$ cat src/rtl/vwmac_pkg.sv
package vwmac_pkg;

    localparam int VW_DATA_W  = 64;
    localparam int VW_GRP_W   = 5;
    localparam int VW_MINOR_W = 5;
    localparam int VW_RIDX_W  = 5;
    localparam int VW_FUNC_W  = VW_GRP_W + VW_MINOR_W + 1;
    localparam int VW_KEY_W   = VW_GRP_W + VW_MINOR_W;

    // function slots: {group, minor}; select bit chooses unsigned/signed
    localparam logic [VW_GRP_W-1:0]   GRP_MULW  = 5'h11;
    localparam logic [VW_GRP_W-1:0]   GRP_MOVE  = 5'h13;
    localparam logic [VW_GRP_W-1:0]   GRP_MACW  = 5'h15;
    localparam logic [VW_MINOR_W-1:0] MIN_MUL   = 5'h0C;
    localparam logic [VW_MINOR_W-1:0] MIN_MULLD = 5'h1C;
    localparam logic [VW_MINOR_W-1:0] MIN_MAC   = 5'h0C;
    localparam logic [VW_MINOR_W-1:0] MIN_MOVE  = 5'h02;

    typedef enum logic [2:0] {
        K_NONE,
        K_MUL,
        K_MULLD,
        K_MAC,
        K_MOVE
    } op_kind_e;

    typedef enum logic [1:0] {
        ACC_KEEP,
        ACC_LOAD,
        ACC_ADD
    } acc_mode_e;

    typedef struct packed {
        op_kind_e kind;
        logic     sgn;
        logic     unavail;
        logic     illegal;
    } dec_op_t;

    function automatic logic [VW_KEY_W-1:0] slot_key(
        input logic [VW_GRP_W-1:0]   grp,
        input logic [VW_MINOR_W-1:0] minor
    );
        return {grp, minor};
    endfunction

endpackage

$ cat src/rtl/vwmac_decode.sv
module vwmac_decode
    import vwmac_pkg::*;
(
    input  logic                 en,
    input  logic [VW_FUNC_W-1:0] func,
    input  logic [VW_RIDX_W-1:0] rb_idx,
    output dec_op_t              op
);

    logic [VW_GRP_W-1:0]   grp;
    logic [VW_MINOR_W-1:0] minor;
    logic                  sel;

    assign grp   = func[VW_FUNC_W-1 -: VW_GRP_W];
    assign minor = func[VW_MINOR_W:1];
    assign sel   = func[0];

    always_comb begin
        op = '{kind: K_NONE, sgn: sel, unavail: 1'b0, illegal: 1'b0};
        if (!en) begin
            op.unavail = 1'b1;
        end else begin
            case (slot_key(grp, minor))
                slot_key(GRP_MULW, MIN_MUL):   op.kind = K_MUL;
                slot_key(GRP_MULW, MIN_MULLD): op.kind = K_MULLD;
                slot_key(GRP_MACW, MIN_MAC):   op.kind = K_MAC;
                slot_key(GRP_MOVE, MIN_MOVE): begin
                    if (sel || (rb_idx != '0)) op.illegal = 1'b1;
                    else                       op.kind    = K_MOVE;
                end
                default: op.illegal = 1'b1;
            endcase
        end
    end

    always_comb begin
        a_r8_decode_excl: assert (!(op.illegal && op.unavail));
    end

endmodule

$ cat src/rtl/vwmac_mul.sv
module vwmac_mul #(
    parameter int HALF_W = 32
) (
    input  logic [HALF_W-1:0]   a,
    input  logic [HALF_W-1:0]   b,
    input  logic                sgn,
    output logic [2*HALF_W-1:0] prod
);

    localparam int FULL_W = 2 * HALF_W + 2;

    logic signed [HALF_W:0]   ax;
    logic signed [HALF_W:0]   bx;
    logic signed [FULL_W-1:0] full;
    logic                     top_unused;

    // one extra bit makes both readings fit a single signed multiplier
    assign ax   = $signed({sgn & a[HALF_W-1], a});
    assign bx   = $signed({sgn & b[HALF_W-1], b});
    assign full = ax * bx;
    assign prod = full[2*HALF_W-1:0];
    assign top_unused = ^full[FULL_W-1:2*HALF_W];

endmodule

$ cat src/rtl/vwmac_acc.sv
module vwmac_acc
    import vwmac_pkg::*;
#(
    parameter int W = 64
) (
    input  logic      clk,
    input  logic      rst,
    input  acc_mode_e mode,
    input  logic [W-1:0] operand,
    output logic [W-1:0] acc_q,
    output logic [W-1:0] acc_sum
);

    assign acc_sum = acc_q + operand;   // wraps modulo 2^W

    always_ff @(posedge clk) begin
        if (rst) begin
            acc_q <= '0;
        end else begin
            case (mode)
                ACC_LOAD: acc_q <= operand;
                ACC_ADD:  acc_q <= acc_sum;
                default:  acc_q <= acc_q;
            endcase
        end
    end

    a_r4_load_takes_operand: assert property (@(posedge clk) disable iff (rst)
        (mode == ACC_LOAD) |=> (acc_q == $past(operand)));

    a_r1_zero_after_reset: assert property (@(posedge clk)
        $fell(rst) |-> (acc_q == '0));

endmodule

$ cat src/rtl/vwmac_unit.sv
module vwmac_unit
    import vwmac_pkg::*;
#(
    parameter int DATA_W = VW_DATA_W
) (
    input  logic                 clk,
    input  logic                 rst,
    input  logic                 in_valid,
    output logic                 in_ready,
    input  logic                 ext_en,
    input  logic [VW_FUNC_W-1:0] func_code,
    input  logic [VW_RIDX_W-1:0] rb_idx,
    input  logic [DATA_W-1:0]    src_a,
    input  logic [DATA_W-1:0]    src_b,
    output logic                 out_valid,
    output logic [DATA_W-1:0]    rd_data,
    output logic                 rd_we,
    output logic                 unavail_exc,
    output logic                 illegal_exc
);

    localparam int HALF_W = DATA_W / 2;

    logic fire;
    assign in_ready = !rst;
    assign fire     = in_valid && in_ready;

    // ---------------- stage 1: decode and capture ----------------
    dec_op_t dec;

    vwmac_decode u_dec (
        .en     (ext_en),
        .func   (func_code),
        .rb_idx (rb_idx),
        .op     (dec)
    );

    logic              s1_valid;
    dec_op_t           s1_op;
    logic [DATA_W-1:0] s1_a;
    logic [HALF_W-1:0] s1_b;
    logic              b_hi_unused;

    assign b_hi_unused = ^src_b[DATA_W-1:HALF_W];

    always_ff @(posedge clk) begin
        if (rst) begin
            s1_valid <= 1'b0;
            s1_op    <= '{kind: K_NONE, sgn: 1'b0, unavail: 1'b0, illegal: 1'b0};
            s1_a     <= '0;
            s1_b     <= '0;
        end else begin
            s1_valid <= fire;
            if (fire) begin
                s1_op <= dec;
                s1_a  <= src_a;
                s1_b  <= src_b[HALF_W-1:0];
            end
        end
    end

    // ---------------- stage 2: multiply, accumulate, result ----------------
    logic [DATA_W-1:0] prod;

    vwmac_mul #(.HALF_W(HALF_W)) u_mul (
        .a    (s1_a[HALF_W-1:0]),
        .b    (s1_b),
        .sgn  (s1_op.sgn),
        .prod (prod)
    );

    acc_mode_e         acc_mode;
    logic [DATA_W-1:0] acc_operand;
    logic [DATA_W-1:0] acc_q;
    logic [DATA_W-1:0] acc_sum;

    vwmac_acc #(.W(DATA_W)) u_acc (
        .clk     (clk),
        .rst     (rst),
        .mode    (acc_mode),
        .operand (acc_operand),
        .acc_q   (acc_q),
        .acc_sum (acc_sum)
    );

    logic [DATA_W-1:0] res_val;
    logic              res_we;
    op_kind_e          kind_eff;

    assign kind_eff = s1_valid ? s1_op.kind : K_NONE;

    always_comb begin
        acc_mode    = ACC_KEEP;
        acc_operand = prod;
        res_val     = '0;
        res_we      = 1'b0;
        case (kind_eff)
            K_MUL: begin
                res_val = prod;
                res_we  = 1'b1;
            end
            K_MULLD: begin
                acc_mode = ACC_LOAD;
                res_val  = prod;
                res_we   = 1'b1;
            end
            K_MAC: begin
                acc_mode = ACC_ADD;
                res_val  = acc_sum;
                res_we   = 1'b1;
            end
            K_MOVE: begin
                acc_mode    = ACC_LOAD;
                acc_operand = s1_a;
                res_val     = s1_a;
                res_we      = 1'b1;
            end
            default: ;
        endcase
    end

    op_kind_e out_kind;

    always_ff @(posedge clk) begin
        if (rst) begin
            out_valid   <= 1'b0;
            rd_data     <= '0;
            rd_we       <= 1'b0;
            unavail_exc <= 1'b0;
            illegal_exc <= 1'b0;
            out_kind    <= K_NONE;
        end else begin
            out_valid   <= s1_valid;
            rd_data     <= res_val;
            rd_we       <= res_we;
            unavail_exc <= s1_valid && s1_op.unavail;
            illegal_exc <= s1_valid && s1_op.illegal;
            out_kind    <= kind_eff;
        end
    end

    // ---------------- assertions ----------------
    a_r9_latency: assert property (@(posedge clk) disable iff (rst)
        fire |-> ##2 out_valid);

    a_r9_no_spurious: assert property (@(posedge clk) disable iff (rst)
        out_valid |-> $past(fire, 2));

    a_r8_exclusive: assert property (@(posedge clk) disable iff (rst)
        $onehot0({rd_we, unavail_exc, illegal_exc}));

    a_r7_no_write_on_trap: assert property (@(posedge clk) disable iff (rst)
        (unavail_exc || illegal_exc) |-> (!rd_we && rd_data == '0 && out_valid));

    a_r7_acc_hold: assert property (@(posedge clk) disable iff (rst)
        (out_valid && (unavail_exc || illegal_exc || out_kind == K_MUL))
            |-> (acc_q == $past(acc_q)));

    a_r4_load_visible: assert property (@(posedge clk) disable iff (rst)
        (out_valid && (out_kind == K_MULLD || out_kind == K_MOVE)) |-> (acc_q == rd_data));

    a_r5_sum_visible: assert property (@(posedge clk) disable iff (rst)
        (out_valid && out_kind == K_MAC) |-> (acc_q == rd_data && rd_we));

endmodule

$ cat config.mk
export PLATFORM = sky130hd
export DESIGN_NAME = vwmac_unit
export DESIGN_NICKNAME = d
export VERILOG_FILES = /design/src/rtl/vwmac_pkg.sv /design/src/rtl/vwmac_decode.sv /design/src/rtl/vwmac_mul.sv /design/src/rtl/vwmac_acc.sv /design/src/rtl/vwmac_unit.sv
export SDC_FILE = /design/constraint.sdc
export NUM_CORES = 2
export LEC_CHECK = 0
export CAP_MARGIN = 20
export CORE_ASPECT_RATIO = 1.5
export CORE_MARGIN = 3
export CORE_UTILIZATION = 55
export DETAILED_ROUTE_END_ITERATION = 8
export GPL_TIMING_DRIVEN = 0
export PLACE_DENSITY_LB_ADDON = 0.05
export SYNTH_ARGS = -nofsm -noshare
export SYNTH_HDL_FRONTEND = slang
export SYNTH_HIERARCHICAL = 1
export SYNTH_SLANG_ARGS = --single-unit
$ cat constraint.sdc
create_clock -name clk -period 22.4 [get_ports clk]
set_input_delay 2.24 -clock clk [delete_from_list [all_inputs] [get_ports clk]]
set_output_delay 2.24 -clock clk [all_outputs]
set_load 0.01 [all_outputs]
==> results.md <==
* Outcome: finished, final reports clean
* Area contributors post-synth: fa_1, dfxtp_1, inv_1
* Total Routed Length at 247000 um
* Static leakage at 27.3 nW
* Met2 wire len at 111000 um
* Area share of the largest cell type after synthesis at 0.420
* Switching Share at 0.578
* Largest net degree at the start of global routing at 25
* Final Setup Violations at 0
* Worst skew pair latency at 0.59 ns
* Top cell by count, worst path: fa_1
* Core Area at 0.0962 mm2
* FF-to-FF End: rd_data[61]
* Worst path top cell family by delay: adder cells
* Root Driver: clkbuf_16
* F_max at 66.1 MHz
* Vias in the first global route at 50700
* CP endpoint kind: flop
* H-tree levels at 1
* RSZ-0062 raised after global routing: false
* Non-Filler Instances at 7752
* Critical Path Max Stage Delay at 1.18 ns
* Critical-path top delay cell: fa_1
* Least-Margin Pin Slew at 1.42 ns
* CTS tree: yes
* Flop pwr share at 0.141
* Total chip power at 0.00336 W
* Maximum VDD drop at 0.0000820 V
* Syn nets at 7709
* DP Wirelength at 206000 um
* Initial antenna violation count at 53
* Slew margin rel. at 0.0508
* #FFs+latches synth at 235
* Minimum setup slack among reg-to-reg paths at 7.26 ns
* Max layer used: met5
* Clock share of power at 0.130
* Post-synth ARST share at 0
* WL/cell at 31.8 um
* Synth Area per Inst at 8.71 um2
* R2R cell count at 38
* Share of cells above drive strength 1 at 0.0361
* Pre-antenna DRT Iters at 7
* Synth area leader: fa_1
* Post-synthesis sequential area ratio at 0.0877
* Setup TNS Final at 0 ns
* Detailed Route Iter0 Violations at 4876
* Min-delay src: u_acc/acc_q[11]
* Combinational Power Share at 0.729
* Count leader, synth: fa_1
* Initial Util at 0.558
* Ys Warns at 6
* Startpoint Class: flop
* # clock sinks at 235
* Nets at 7953
* Sw Pwr at 0.00194 W
* Final Hold Fails at 0
* Dpl cells at 7629
* Chip width at 261 um
* Critical path depth at 38
* Post-Route M1 WL at 74300 um
* Synth Cell Area at 0.0536 mm2
* # Max-Cap Violations at 0
* Ports at 217
* Req. time, crit path at 22.90 ns
* Final critical-path required period at 15.14 ns
* Worst Setup SP: s1_op[2]
* Period utilisation layout at 0.676
* Row count at 139
* Post-route clock skew at 0.0379 ns
* CP Data Arrival Time at 15.64 ns
* GP Congestion at 1.12
* R2R Path Start: s1_op[2]
* Clock transition at path regs at 0.08 ns
* First-pass GRT wire length at 352000 um
* Pins over their slew limit at 0
* Via count at 48200
* Mapped Cells at 6159
* Antenna-violating nets left at 0
* Residual DRC count at 0
* Setup Buffers After CTS at 0
* CP Max Fanout at 11
* Synth unique cells at 109
* Die footprint at 0.101 mm2
* Post-synth top cells: fa_1, inv_1, nand2_1, and2_1, clkbuf_1
* Die Height at 389 um
* Main synth FF type: dfxtp_1
* Vias/cell at 6.22
* Wire length on met3 at 24900 um
* Clock buffer depth at 3
* Pwr dens at 57.3 mW/mm2
* TritonCTS buffer count at 22
* Pint at 0.00142 W
* Critical Path Sink: rd_data[61]
* Worst Hold Class: reg -> reg
* Post-synth EDFFs at 0
* CTS resizes at 0
* WS Path Type: reg -> reg
* Worst path bufs/invs at 8
* Number of buffers added on ports at 182
* Global route overflow at 0
* GRT Total Usage at 0.495
* Layout area overhead at 9.22%
* Hold-fix buffer count after cts at 0
[cell type report]
cell class | instances | area (um2)
Buffer | 381 | 1650
Clock buffer | 24 | 579
Tap cell | 1269 | 1590
Clock inverter | 15 | 193
Multi-Input combinational cell | 4419 | 43100
Fill cell | 8668 | 37600
Timing Repair Buffer | 220 | 2410
Sequential cell | 235 | 4700
Inverter | 1124 | 4220
Antenna cell | 65 | 163
[per-layer routing]
layer | up-vias | GRT usage
met5 | - | 0
met4 | 10 | 0.551
met3 | 1466 | 0.153
met2 | 3395 | 0.769
met1 | 23800 | 0.494
li1 | 19500 | -
[worst min path at each step]
stage / depth (start not counted) / endpoint
6_report: 2 / u_acc/acc_q[11]
5_1_grt: 2 / u_acc/acc_q[21]
4_1_cts: 2 / u_acc/acc_q[11]
3_5_place_dp: 2 / u_acc/acc_q[11]
3_3_place_gp: 2 / u_acc/acc_q[21]
2_1_floorplan: 1 / illegal_exc
[layout by cell type, fill, tap and decap left out, types with 11 or more instances in the layout]
cell type	Yosys	layout
xor2_1	38	38
clkbuf_1	293	294
a21o_1	57	57
nand2b_1	13	13
nand2_1	1010	1010
or2_2	11	11
and4b_1	16	16
nor2_1	287	287
nor2b_1	11	11
a31oi_1	25	25
diode_2	0	65
o21bai_1	23	23
o21ai_0	102	102
and3_1	42	42
nor3_1	29	29
ha_1	276	276
clkdlybuf4s50_1	0	182
nor4bb_1	14	14
xnor2_1	85	85
and2_1	365	365
buf_2	49	50
nand3_1	44	44
buf_6	5	13
mux2i_1	183	183
o21a_1	20	20
o211ai_1	23	23
inv_1	1122	1122
or3_1	15	15
a21oi_1	290	289
buf_4	16	22
nand4_1	50	50
dfxtp_1	235	235
a211o_1	56	56
a211oi_1	29	29
clkbuf_16	0	23
fa_1	1126	1125
[sequential cells by signal (all words and copies together), names as in the netlist]
signal       cells
rd_data         64
s1_a            64
u_acc/acc_q     64
s1_b            32
s1_op            6
illegal_exc      1
out_valid        1
rd_we            1
s1_valid         1
unavail_exc      1
[through the flow]
step / utilization / hold slack [ns] / area [um2] / setup slack [ns]
2_1_floorplan: - / 0.429 / 53600 / 12.29
3_3_place_gp: 0.593 / 0.452 / 57100 / 7.86
3_5_place_dp: 0.596 / 0.458 / 57300 / 7.99
4_1_cts: 0.604 / 0.472 / 58100 / 7.90
5_1_grt: 0.609 / 0.494 / 58500 / 7.40
6_report: 0.609 / 0.473 / 58600 / 7.26
[logic make-up (layout without fill, tap and decap cells)]
logic type	Yosys count	count (layout)	share of synthesized area
and+or+nand+nor	1954	1954	0.170
xor gates and xnor gates	125	125	0.0207
adders and majority gates	1402	1402	0.485
buffers and inverters	1505	1764	0.109
AOI/OAI and AO/OA	745	745	0.0913
DFF	235	235	0.0877
other	0	65	0
muxes	193	193	0.0362
[power groups by stage]
stage	Sequential [W]	Combinational [W]	Clock, W
5_1_grt	0.000470	0.00260	0.000446
2_1_floorplan	0.000447	0.00145	0
4_1_cts	0.000476	0.00233	0.000438
6_report	0.000473	0.00245	0.000436
3_5_place_dp	0.000485	0.00230	0
3_3_place_gp	0.000487	0.00229	0
[tightest hold or removal path, stage by stage, from the launching register on]
cell and delay [ns]:
dfxtp_1 0.32, nand2_1 0.06, a21oi_1 0.05
Note: power is estimated with default switching activity, not from simulation.
